### config.mk
export PLATFORM = sky130hd
export DESIGN_NAME = crc16_frame_check
export DESIGN_NICKNAME = d
export VERILOG_FILES = /design/src/rtl/crc16_frame_pkg.sv /design/src/rtl/crc16_byte_step.sv /design/src/rtl/crc16_frame_dp.sv /design/src/rtl/crc16_frame_ctl.sv /design/src/rtl/crc16_frame_check.sv
export SDC_FILE = /design/constraint.sdc
export NUM_CORES = 1
export LEC_CHECK = 0
export ABC_AREA = 1
export BUFFER_PORTS_ARGS = -buffer_cell sky130_fd_sc_hd__buf_2
export CAP_MARGIN = 20
export CORE_MARGIN = 2
export CORE_UTILIZATION = 40
export DETAILED_ROUTE_END_ITERATION = 12
export PLACE_DENSITY = 0.59
export RECOVER_POWER = 100
export SETUP_SLACK_MARGIN = 0.15
export SYNTH_ARGS = -nofsm -noshare
export SYNTH_HDL_FRONTEND = slang
export SYNTH_HIERARCHICAL = 1
export SYNTH_SLANG_ARGS = --single-unit
### constraint.sdc
create_clock -name clk -period 2.3 [get_ports clk]
set_clock_uncertainty 0.05 [all_clocks]
set_input_delay 0.46 -clock clk [delete_from_list [all_inputs] [get_ports clk]]
set_output_delay 0.46 -clock clk [all_outputs]
set_load 0.01 [all_outputs]
### src/rtl/crc16_frame_pkg.sv
package crc16_frame_pkg;
  localparam int unsigned DATA_W   = 8;
  localparam int unsigned CRC_W    = 16;
  // reflected form of x^16+x^15+x^2+1 for LSB-first processing
  localparam logic [CRC_W-1:0] POLY_REV = 16'hA001;
  localparam logic [CRC_W-1:0] CRC_INIT = 16'hFFFF;
  localparam logic [CRC_W-1:0] CRC_XOR  = 16'hFFFF;

  // strobes from control to datapath
  typedef struct packed {
    logic shiftIn;   // push byte into holdback, drop oldest
    logic crcStep;   // fold oldest held byte into CRC register
    logic frameEnd;  // return CRC register to its start value
  } crcCtl_t;
endpackage

### src/rtl/crc16_byte_step.sv
module crc16_byte_step #(
  parameter int unsigned CRC_W  = 16,
  parameter int unsigned DATA_W = 8,
  parameter logic [CRC_W-1:0] POLY_REV = 16'hA001
) (
  input  logic [CRC_W-1:0]  crcIn,
  input  logic [DATA_W-1:0] dataIn,
  output logic [CRC_W-1:0]  crcOut
);
  logic [CRC_W-1:0] stage [DATA_W+1];

  assign stage[0] = crcIn;

  // one unrolled shift/xor per data bit, LSB first
  for (genvar i = 0; i < DATA_W; i++) begin : g_bit
    assign stage[i+1] = {1'b0, stage[i][CRC_W-1:1]} ^
                        ((stage[i][0] ^ dataIn[i]) ? POLY_REV : '0);
  end

  assign crcOut = stage[DATA_W];
endmodule

### src/rtl/crc16_frame_dp.sv
module crc16_frame_dp
  import crc16_frame_pkg::*;
#(
  parameter int unsigned HOLD = CRC_W / DATA_W
) (
  input  logic              clk,
  input  logic              rstN,
  input  logic [DATA_W-1:0] inByte,
  input  crcCtl_t           ctl,
  output logic              crcMatch
);
  logic [DATA_W-1:0] hold [HOLD];
  logic [CRC_W-1:0]  crcReg;
  logic [CRC_W-1:0]  crcNext;
  logic [CRC_W-1:0]  rxCrc;

  crc16_byte_step #(
    .CRC_W   (CRC_W),
    .DATA_W  (DATA_W),
    .POLY_REV(POLY_REV)
  ) u_step (
    .crcIn (crcReg),
    .dataIn(hold[0]),
    .crcOut(crcNext)
  );

  always_ff @(posedge clk) begin
    if (!rstN) begin
      crcReg <= CRC_INIT;
      for (int j = 0; j < HOLD; j++) hold[j] <= '0;
    end else if (ctl.frameEnd) begin
      crcReg <= CRC_INIT;
    end else begin
      if (ctl.crcStep) crcReg <= crcNext;
      if (ctl.shiftIn) begin
        for (int j = 0; j < HOLD - 1; j++) hold[j] <= hold[j+1];
        hold[HOLD-1] <= inByte;
      end
    end
  end

  // received CRC: held bytes after the oldest, then the current byte; low first
  always_comb begin
    rxCrc = '0;
    for (int k = 0; k < HOLD - 1; k++) rxCrc[k*DATA_W +: DATA_W] = hold[k+1];
    rxCrc[(HOLD-1)*DATA_W +: DATA_W] = inByte;
  end

  assign crcMatch = ((crcNext ^ CRC_XOR) == rxCrc);
endmodule

### src/rtl/crc16_frame_ctl.sv
module crc16_frame_ctl
  import crc16_frame_pkg::*;
#(
  parameter int unsigned HOLD = CRC_W / DATA_W
) (
  input  logic    clk,
  input  logic    rstN,
  input  logic    inByteValid,
  input  logic    inByteLast,
  input  logic    crcMatch,
  output crcCtl_t ctl,
  output logic    okFlag,
  output logic    errFlag
);
  localparam int unsigned CNT_W = $clog2(HOLD + 1);

  logic [CNT_W-1:0] fillCnt;
  logic             holdFull;
  logic             endNow;

  assign holdFull = (fillCnt == CNT_W'(HOLD));
  assign endNow   = inByteValid && inByteLast;

  always_comb begin
    ctl.shiftIn  = inByteValid && !inByteLast;
    ctl.crcStep  = inByteValid && !inByteLast && holdFull;
    ctl.frameEnd = endNow;
  end

  always_ff @(posedge clk) begin
    if (!rstN) begin
      fillCnt <= '0;
      okFlag  <= 1'b0;
      errFlag <= 1'b0;
    end else begin
      okFlag  <= endNow && holdFull && crcMatch;
      errFlag <= endNow && !(holdFull && crcMatch);
      if (endNow)                         fillCnt <= '0;
      else if (ctl.shiftIn && !holdFull)  fillCnt <= fillCnt + 1'b1;
    end
  end
endmodule

### src/rtl/crc16_frame_check.sv
module crc16_frame_check
  import crc16_frame_pkg::*;
(
  input  logic       clk,
  input  logic       rstN,
  input  logic [7:0] inByte,
  input  logic       inByteValid,
  input  logic       inByteLast,
  output logic       okFlag,
  output logic       errFlag
);
  localparam int unsigned HOLD = CRC_W / DATA_W;

  crcCtl_t ctl;
  logic    crcMatch;

  crc16_frame_ctl #(.HOLD(HOLD)) u_ctl (
    .clk        (clk),
    .rstN       (rstN),
    .inByteValid(inByteValid),
    .inByteLast (inByteLast),
    .crcMatch   (crcMatch),
    .ctl        (ctl),
    .okFlag     (okFlag),
    .errFlag    (errFlag)
  );

  crc16_frame_dp #(.HOLD(HOLD)) u_dp (
    .clk     (clk),
    .rstN    (rstN),
    .inByte  (inByte),
    .ctl     (ctl),
    .crcMatch(crcMatch)
  );
endmodule

Yosys cells after proc, flatten, opt, wreduce, memory -nomap -nowiden
Memory sizes are Yosys's and may differ from the RTL's.
Index checks and enable logic that the tools add are counted.
- add/sub/neg operators: 1
- equality and inequality tests: 2
- mux-type cells: 15
- bitwise operators: 20
- reduce and logical (&&, ||, !) cells: 12
- operators with widths (operator ; number):
    $mux W16 ; 8
    $xor A15 B16 Y16 ; 8
    $eq A16 B16 Y1 ; 1
    $mux W8 ; 2
    $not A16 Y16 ; 1
    $logic_and A1 B1 Y1 ; 8
    $xor A1 B1 Y1 ; 8
    $mux W1 ; 5
    $logic_not A1 Y1 ; 3
    $add A2 B1 Y2 const B ; 1
    $eq A2 B2 Y1 const B ; 1
    $or A1 B1 Y1 ; 2
    $reduce_or A2 Y1 ; 1
    $not A1 Y1 ; 1
- register bits: 20
- RAM bits: 16
- input port bits: 12
- output and inout port bits: 2
- logic and storage cells: 55
- memories: 1
- memories (name ; words ; bits a word ; read ports ; clocked after memory_dff ; write ports ; RTL line ; text):
    u_dp.hold ; 2 ; 8 ; 2 ; 0 ; 2 ; crc16_frame_dp.sv:12 ; logic [DATA_W-1:0] hold [HOLD];

Depth between registers and ports, before layout
Gate-level depths: netlist (run 1).
- depth in word-level cells: 29
- depth in mapped cells: 25
- mapped depth without buffers: 25

Cells and area by module
Netlist (run 1), hierarchy kept.
- by module, submodules not included (module ; times used ; cells an instance ; area each (um^2)):
    crc16_frame_dp ; 1 ; 191 ; 1569.0
    crc16_byte_step ; 1 ; 74 ; 570.5
    crc16_frame_ctl ; 1 ; 33 ; 230.2

Worst setup path before layout (run 1)
Ideal clock, no wire load.
- kind: input-to-reg
- start: input port inByteValid
- end: memory u_dp.hold[0][0] (enable)
- library setup time: 411 ps
- arrival: 1911 ps
- required time: 1839 ps
- setup slack: -72 ps
- stages: 4
- path buffers: 1
- cells stage by stage: nand2_1 > inv_2 > buf_4 > o21ai_0
- RTL lines (what ; RTL line ; text):
    from (decl) ; crc16_frame_check.sv:7 ; input logic inByteValid,
    to (decl) ; crc16_frame_dp.sv:12 ;

==> Implementation_results.wiki, run 1 <==
{| class="wikitable"
! Metric !! Value
|-
| Instance count of the mapped netlist || 298
|-
| Pleak || 1.48 nW
|-
| Layer carrying the most global-route usage || met2
|-
| Sequential Area || 882 µm²
|-
| Cell-by-cell trace of the critical path || xnor2_2 > nand2_4 > nand2_4 > nand2_4 > nand2_4 > nand2_4 > nand3_4 > nand2_4 > nand2_4 > nand3_4 > nand2_4 > buf_4 > buf_4 > inv_2 > nand2_1 > nand2_1 > nand2_1 > nor2_1 > nand2_1 > nor2_2 > nand2_1 > nor2_1
|-
| Total of flip-flops plus latches after synthesis || 36
|-
| R2R Path Start || u_dp/hold[0][1]
|-
| Largest net degree at the start of global routing || 25
|-
| Top-level port count || 14
|-
| Synth Net Count || 312
|-
| Critical path required time || 2480 ps
|-
| Wire length of the first global-routing pass || 8010 µm
|-
| Root Buffer Master || sky130_fd_sc_hd__clkbuf_8
|-
| Fraction of final layout cells with drive strength greater than 1 || 32.8%
|-
| Async set or reset register ratio after synthesis || 0%
|-
| Number of nets with antenna violations after detailed routing || 0
|-
| Cell types with the largest area share after synthesis || sky130_fd_sc_hd__edfxtp_1 20%, sky130_fd_sc_hd__dfxtp_1 17%, sky130_fd_sc_hd__nand2_1 14%, sky130_fd_sc_hd__inv_1 7.4%, sky130_fd_sc_hd__nor2_4 4.8%
|-
| Yosys top cell area share || 20.3%
|-
| Family with the most delay on the worst path || simple AND/OR/NAND/NOR gates
|-
| Final setup slack of the worst path || -119 ps
|-
| Number of cells in the design after placement || 390
|-
| Post-synth EDFFs || 16
|-
| Cell with the most instances after synthesis || sky130_fd_sc_hd__nand2_1
|-
| Most Frequent Cell on Critical Path || sky130_fd_sc_hd__nand2_4
|-
| Clock sink count || 36
|-
| Largest area contributor in the netlist || sky130_fd_sc_hd__edfxtp_1
|-
| Startpoint-to-endpoint class of the critical path || reg2reg
|-
| Worst hold path endpoint || u_ctl/errFlag
|-
| CTS Buffer Depth || 2
|-
| Reg2Reg Depth || 22
|-
| Proportion of synthesized chip area in sequential cells || 37.2%
|-
| Overall die height || 81.0 µm
|-
| Total number of nets in the final design || 345
|-
| Share of the core filled with cells || 49.2%
|-
| Insertion delay to the later sink of the worst-skew pair || 290 ps
|-
| Total count of hold-check failures in the final report || 0
|-
| Dpl cell area || 0.00261 mm²
|-
| Initial antenna violation count || 0
|-
| Met1 demand-to-capacity share in global routing || 20.3%
|-
| Number of remaining DRC errors || 0
|-
| Met3 usage in global routing || 2.67%
|-
| Post-synth design cell area || 0.00237 mm²
|-
| Wire length after detailed routing || 4870 µm
|-
| Number of pins with negative max-slew slack in the final report || 0
|-
| Pin slew with the least headroom to its limit || 731 ps
|-
| Critical Path End Type || flop
|-
| 1st-iter DRT viols || 89
|-
| Number of setup violations in the final report || 3
|-
| Max incr delay on CP || 440 ps
|-
| Total number of yosys warnings || 6
|-
| Internal reg-to-reg setup slack || -120 ps
|-
| Detailed placer's ending HPWL || 3470 µm
|-
| Area of the die || 0.00656 mm²
|-
| Count of inserted antenna diode cells || 0
|-
| Period utilisation layout || 105%
|-
| Die extent in x || 81.0 µm
|-
| Maximum level of the CTS H-tree || 2
|-
| Max Cap Violations || 0
|-
| Final weighted congestion of routability-driven global placement || 0.768
|-
| Time the final worst path needs with I/O delays and setup || 2420 ps
|-
| Buffer and inverter count on the worst path || 3
|-
| Vias in the first global route || 1751
|-
| Clock slew at reported path FFs || 80 ps
|-
| Post-synthesis area per instance || 7.95 µm²
|-
| Ys flop type || sky130_fd_sc_hd__dfxtp_1
|-
| I/O Buffers || 13
|-
| Result of the run || complete, but fails checks
|-
| Filler cells || 592
|-
| Area growth from synthesis to layout || 20.9%
|-
| Cell area power density || 616 mW/mm²
|-
| Worst-case hold slack || 407 ps
|-
| Classification of the worst-slack hold path || in2reg
|-
| Maximum fanout count along the critical path || 4
|-
| Initial standard-cell utilization of the core || 40.7%
|-
| Total design power || 0.00176 W
|-
| Met2 GRT Util || 28.5%
|-
| Core box area || 0.00582 mm²
|-
| Library cell contributing the largest single delay on the critical path || sky130_fd_sc_hd__edfxtp_1
|-
| Commonest cells in the synthesized netlist || 86 x sky130_fd_sc_hd__nand2_1, 47 x sky130_fd_sc_hd__inv_1, 29 x sky130_fd_sc_hd__nor2_1, 20 x sky130_fd_sc_hd__dfxtp_1, 19 x sky130_fd_sc_hd__nand3_1
|-
| Origin of the worst min-delay path || rstN
|-
| Max transition margin || 51.2%
|-
| Avg WL per Cell || 12.0 µm
|-
| Count of cells along the worst hold path || 3
|-
| Multi-input gate area || 0.00134 mm²
|-
| Failing checks || setup timing
|-
| TritonCTS clock tree || yes
|-
| Number of clock buffers inserted by TritonCTS || 5
|-
| Total via count after detailed routing || 1848
|-
| Overall fraction of global-route tracks in use || 16.2%
|-
| Worst Setup Start Kind || flop
|-
| Number of rows created at floorplan || 28
|-
| Critical R2R Capture || u_ctl/okFlag
|-
| Netlist cell types || 27
|-
| Unrepaired setup endpoints after global routing || true
|-
| Final global-route overflow total || 0
|-
| Achievable clock frequency || 413 MHz
|-
| Arrival time of the worst setup path || 2600 ps
|-
| First-pass iteration count of the detailed router || 4
|-
| Design area || 0.00286 mm²
|-
| Largest vdd supply drop || 0.479 mV
|-
| Final Non-Filler Cells || 407
|-
| Number of vias per cell || 4.54
|}
[routing by layer]
metal | part of all wire, % | up-vias
met2 | 50 | 33
met5 | 0 | -
li1 | - | 958
met1 | 46 | 849
met4 | 0.92 | 0
met3 | 2.5 | 8
[placed cells by master (no fill, tap or decap), types with 9 or more instances in the layout]
master / n
sky130_fd_sc_hd__nand3_1: 10
sky130_fd_sc_hd__inv_2: 11
sky130_fd_sc_hd__buf_2: 10
sky130_fd_sc_hd__nor2_1: 28
sky130_fd_sc_hd__nor2_4: 10
sky130_fd_sc_hd__inv_1: 45
sky130_fd_sc_hd__nand2_4: 13
sky130_fd_sc_hd__nand3_2: 9
sky130_fd_sc_hd__edfxtp_1: 16
sky130_fd_sc_hd__nand2_1: 79
sky130_fd_sc_hd__buf_4: 22
sky130_fd_sc_hd__dfxtp_1: 19
[worst register-to-register path, cell delays in order, from the launching register on]
cell and delay, ps:
sky130_fd_sc_hd__edfxtp_1 440, sky130_fd_sc_hd__xnor2_2 170, sky130_fd_sc_hd__nand2_4 100, sky130_fd_sc_hd__nand2_4 60
sky130_fd_sc_hd__nand2_4 90, sky130_fd_sc_hd__nand2_4 70, sky130_fd_sc_hd__nand2_4 60, sky130_fd_sc_hd__nand3_4 80
sky130_fd_sc_hd__nand2_4 120, sky130_fd_sc_hd__nand2_4 60, sky130_fd_sc_hd__nand3_4 80, sky130_fd_sc_hd__nand2_4 100
sky130_fd_sc_hd__buf_4 140, sky130_fd_sc_hd__buf_4 120, sky130_fd_sc_hd__inv_2 50, sky130_fd_sc_hd__nand2_1 50
sky130_fd_sc_hd__nand2_1 70, sky130_fd_sc_hd__nand2_1 50, sky130_fd_sc_hd__nor2_1 90, sky130_fd_sc_hd__nand2_1 70
sky130_fd_sc_hd__nor2_2 110, sky130_fd_sc_hd__nand2_1 60, sky130_fd_sc_hd__nor2_1 70
[layout make-up]
type                       instances  share of cell area, %
tap                               75                   3.28
sequential                        36                   30.8
timing repair buffer              37                   8.17
multi-input combinational        195                   46.9
inverter                          56                   7.34
clock buffer                       8                   3.49
[power by group]
group | switching (W) | leakage (nW) | internal [W]
sequential | 0.0000214 | 0.329 | 0.000696
clock | 0.000224 | 0.0515 | 0.000274
combinational | 0.000310 | 1.10 | 0.000239
[worst max path at each step]
stage	from	endpoint	depth (start not counted)
2_1_floorplan	u_dp/hold[0][0]	u_ctl/okFlag	25
3_3_place_gp	u_dp/hold[0][1]	u_ctl/okFlag	21
3_5_place_dp	u_dp/hold[0][1]	u_ctl/okFlag	21
4_1_cts	u_dp/hold[0][1]	u_ctl/okFlag	25
5_1_grt	u_dp/hold[0][1]	u_ctl/okFlag	25
6_report	u_dp/hold[0][1]	u_ctl/okFlag	22
[through the flow]
stage	setup slack (ps)	TNS, ps
finish	-119	-246
global route	-383	-1000
CTS	-133	-242
detailed placement	-140	-259
global placement	-75.0	-129
floorplan	48.7	0
[cells by family after synthesis]
group                    after synthesis  synth area share (%)
buffers and inverters                 67                  12.7
AO/OA/AOI/OAI                         10                  3.12
adder cells (fa/ha/maj)                2                  1.06
flip-flops                            36                  37.2
AND/OR/NAND/NOR                      168                  36.6
XOR/XNOR                              15                  9.35
[flip-flops by register name, indices dropped and copies added, names as in the netlist]
register,count
u_ctl/errFlag,1
u_ctl/fillCnt,2
u_ctl/okFlag,1
u_dp/hold,16
u_dp/crcReg,16
[repair_timing]
| item | in CTS | in global routing |
|---|---|---|
| endpoints found under the hold margin | 0 | 0 |
| hold buffers | 0 | 0 |
| pin swaps | 8 | 7 |
| buffers inserted | 5 | 4 |
| setup endpoints to repair | 2 | 8 |
| gates resized for setup | 14 | 11 |
(Power assumes the default switching activity.)
==> run 2: changes to the inputs <==
Settings changed: SETUP_SLACK_MARGIN 0.15 to not set.
==> Implementation_results.wiki, run 2 (synthesis gave the netlist of run 1 again) <==
{| class="wikitable"
! Metric !! Value
|-
| Core box area || 0.00582 mm² (unchanged)
|-
| Failing checks || setup timing
|-
| Maximum level of the CTS H-tree || 2 (unchanged)
|-
| Cell area power density || 609 mW/mm² (-1.1%)
|-
| Switching share of total power || 31.8% (+0.31 points)
|-
| Timing endpoint of the critical path || u_ctl/okFlag
|-
| Critical R2R Capture || u_ctl/okFlag
|-
| Classification of the worst-slack hold path || in2reg
|-
| Clock sink count || 36 (unchanged)
|-
| Family with the most delay on the worst path || simple AND/OR/NAND/NOR gates
|-
| Library cell contributing the largest single delay on the critical path || sky130_fd_sc_hd__edfxtp_1
|-
| Number of cells in the design after placement || 389 (-0.26%)
|-
| Unrepaired setup endpoints after global routing || true
|-
| Critical Path End Type || flop
|-
| Number of setup violations in the final report || 3 (unchanged)
|-
| Internal power consumption || 0.00116 W (-3.6%)
|-
| Maximum fanout count along the critical path || 4 (unchanged)
|-
| Result of the run || complete, but fails checks
|-
| Setup slack at placement || -209 ps (-68.4 ps)
|-
| Clock share of power || 27.5% (-0.7 points)
|-
| Design area || 0.00280 mm² (-2.1%)
|-
| Net switching power || 0.000543 W (-2.2%)
|-
| I/O Buffers || 13 (unchanged)
|-
| Most used cells in the layout excluding fill and tap cells || 80 x sky130_fd_sc_hd__nand2_1, 44 x sky130_fd_sc_hd__inv_1, 29 x sky130_fd_sc_hd__nor2_1
|-
| Stages on worst setup path || 23 (+4.5%)
|-
| Wire length after detailed routing || 4720 µm (-2.9%)
|-
| CTS Buffer Depth || 2 (unchanged)
|-
| Initial antenna violation count || 0 (unchanged)
|-
| Pleak || 1.46 nW (-1.7%)
|-
| Seq pwr share || 42.1% (+1.4 points)
|-
| Number of pins with negative max-slew slack in the final report || 0 (unchanged)
|-
| Wire length of the first global-routing pass || 7940 µm (-0.86%)
|-
| R2R Path Start || u_dp/hold[0][1]
|-
| Number of vias per cell || 4.38 (-3.4%)
|-
| Final weighted congestion of routability-driven global placement || 0.879 (+14%)
|-
| Number of remaining DRC errors || 0 (unchanged)
|-
| Overall fraction of global-route tracks in use || 16.3% (+0.11 points)
|-
| Total via count after detailed routing || 1767 (-4.4%)
|-
| Critical path required time || 2480 ps (about the same)
|-
| Arrival time of the worst setup path || 2670 ps (+70 ps)
|-
| Cell-by-cell trace of the critical path || xnor2_2 > nand2_4 > nand2_4 > nand2_4 > nand2_4 > nand2_4 > nand3_4 > nand2_4 > nand2_4 > nand3_4 > nand2_4 > nand2_4 > nand3_2 > nand2_2 > inv_2 > nand2_1 > nand2_1 > nand2_1 > nor2_1 > nand2_1 > nor2_2 > nand2_1 > nor2_1
|-
| Avg WL per Cell || 11.7 µm (-2.0%)
|-
| Commonest non-fill, non-tap cell in the layout || sky130_fd_sc_hd__nand2_1
|-
| Number of nets with antenna violations after detailed routing || 0 (unchanged)
|-
| Vias in the first global route || 1663 (-5.0%)
|-
| Largest registers || u_dp/crcReg (16), u_dp/hold (16), u_ctl/fillCnt (2)
|-
| Internal reg-to-reg setup slack || -190 ps (-70 ps)
|-
| Total number of nets in the final design || 341 (-1.2%)
|-
| Overall die height || 81.0 µm (unchanged)
|-
| Final Non-Filler Cells || 403 (-0.98%)
|-
| Worst Setup Start Kind || flop
|-
| Largest vdd supply drop || 0.394 mV (-18%)
|-
| Total count of hold-check failures in the final report || 0 (unchanged)
|-
| Launching element of the worst setup path || u_dp/hold[0][1]
|-
| Largest net degree at the start of global routing || 25 (unchanged)
|-
| TritonCTS clock tree || yes
|-
| Startpoint-to-endpoint class of the critical path || reg2reg
|-
| Die extent in x || 81.0 µm (unchanged)
|-
| Achievable clock frequency || 402 MHz (-2.7%)
|-
| Most Frequent Cell on Critical Path || sky130_fd_sc_hd__nand2_4
|-
| Area of the die || 0.00656 mm² (unchanged)
|-
| Number of clock buffers inserted by TritonCTS || 5 (unchanged)
|-
| Time the final worst path needs with I/O delays and setup || 2490 ps (+67.7 ps)
|-
| Detailed placer's ending HPWL || 3270 µm (-5.7%)
|-
| Final global-route overflow total || 0 (unchanged)
|-
| First-pass iteration count of the detailed router || 4 (unchanged)
|-
| Fraction of final layout cells with drive strength greater than 1 || 31.1% (-1.7 points)
|-
| Insertion delay to the later sink of the worst-skew pair || 290 ps (about the same)
|-
| Reg2Reg Depth || 23 (+4.5%)
|-
| Clock slew at reported path FFs || 70 ps (about the same)
|-
| Max transition margin || 31.0% (-20 points)
|-
| Final setup slack of the worst path || -187 ps (-67.7 ps)
|-
| Root Buffer Master || sky130_fd_sc_hd__clkbuf_8
|-
| Max Cap Violations || 0 (unchanged)
|-
| Pin slew with the least headroom to its limit || 1030 ps (+304 ps)
|-
| Buffer and inverter count on the worst path || 1 (-2)
|-
| Top-level port count || 14 (unchanged)
|-
| Period utilisation layout || 108% (+2.9 points)
|-
| Count of inserted antenna diode cells || 0 (unchanged)
|-
| Area growth from synthesis to layout || 18.3%
|-
| Combinational Power Share || 30.4% (-0.7 points)
|-
| Number of rows created at floorplan || 28 (unchanged)
|-
| Max incr delay on CP || 440 ps (about the same)
|-
| Initial standard-cell utilization of the core || 40.7% (unchanged)
|-
| 1st-iter DRT viols || 74 (-17%)
|-
| Dpl cell area || 0.00256 mm² (-2.0%)
|}
-- run 2: what timing repair did --
item	4_1_cts	5_1_grt
hold buffers	0	0
buffers inserted	5	1
pin swaps	26	0
resized for setup	28	4
setup endpoints to repair	2	5
-- run 2: worst min-delay path: cells and delay by family --
| family | cells | cell delay, ps |
|---|---|---|
| buffers and inverters | 1 | 120 |
| and+or+nand+nor | 1 | 90 |
| AOI/OAI and AO/OA | 1 | 30 |
-- run 2: metal layers --
layer / share of wire [%] / track usage [%]
met5: 0 / 0
met2: 48 / 27.3
met1: 47 / 20.9
met3: 3.3 / 3.33
met4: 1.2 / 5.59
-- run 2: stage by stage --
stage | total power, W | hold WS, ps | setup TNS [ps] | utilization (%)
6_report | 0.00171 | 409 | -415 | 48.2
5_1_grt | 0.00180 | 419 | -973 | 48.2
4_1_cts | 0.00171 | 401 | -352 | 48.3
3_5_place_dp | 0.00117 | 438 | -380 | 44.0
3_3_place_gp | 0.00117 | 431 | -203 | 44.0
2_1_floorplan | 0.00103 | 393 | 0 | -
-- run 2: final cells by class --
| type | count | area, µm² |
|---|---|---|
| Clock buffer | 8 | 90.1 |
| Fill cell | 591 | 3010 |
| Sequential cell | 36 | 881 |
| Timing Repair Buffer | 33 | 211 |
| Tap cell | 75 | 93.8 |
| Multi-Input combinational cell | 195 | 1320 |
| Inverter | 56 | 210 |
-- run 2: power by group through the flow --
| stage | combinational, W | clock (W) | sequential, W |
|---|---|---|---|
| after global routing | 0.000575 | 0.000504 | 0.000721 |
| after detailed placement | 0.000439 | 0 | 0.000732 |
| after global placement | 0.000437 | 0 | 0.000731 |
| after CTS | 0.000513 | 0.000483 | 0.000718 |
| final | 0.000520 | 0.000470 | 0.000718 |
| after floorplan | 0.000303 | 0 | 0.000728 |
-- run 2: worst min-delay path by stage --
stage / start / to / slack [ps] / cells after the start
2_1_floorplan: u_dp/crcReg[10] / u_dp/crcReg[10] / 390 / 2
3_3_place_gp: u_dp/crcReg[14] / u_dp/crcReg[14] / 430 / 2
3_5_place_dp: u_dp/crcReg[14] / u_dp/crcReg[14] / 440 / 2
4_1_cts: rstN / u_ctl/errFlag / 400 / 3
5_1_grt: rstN / u_ctl/errFlag / 420 / 3
6_report: rstN / u_ctl/errFlag / 410 / 3
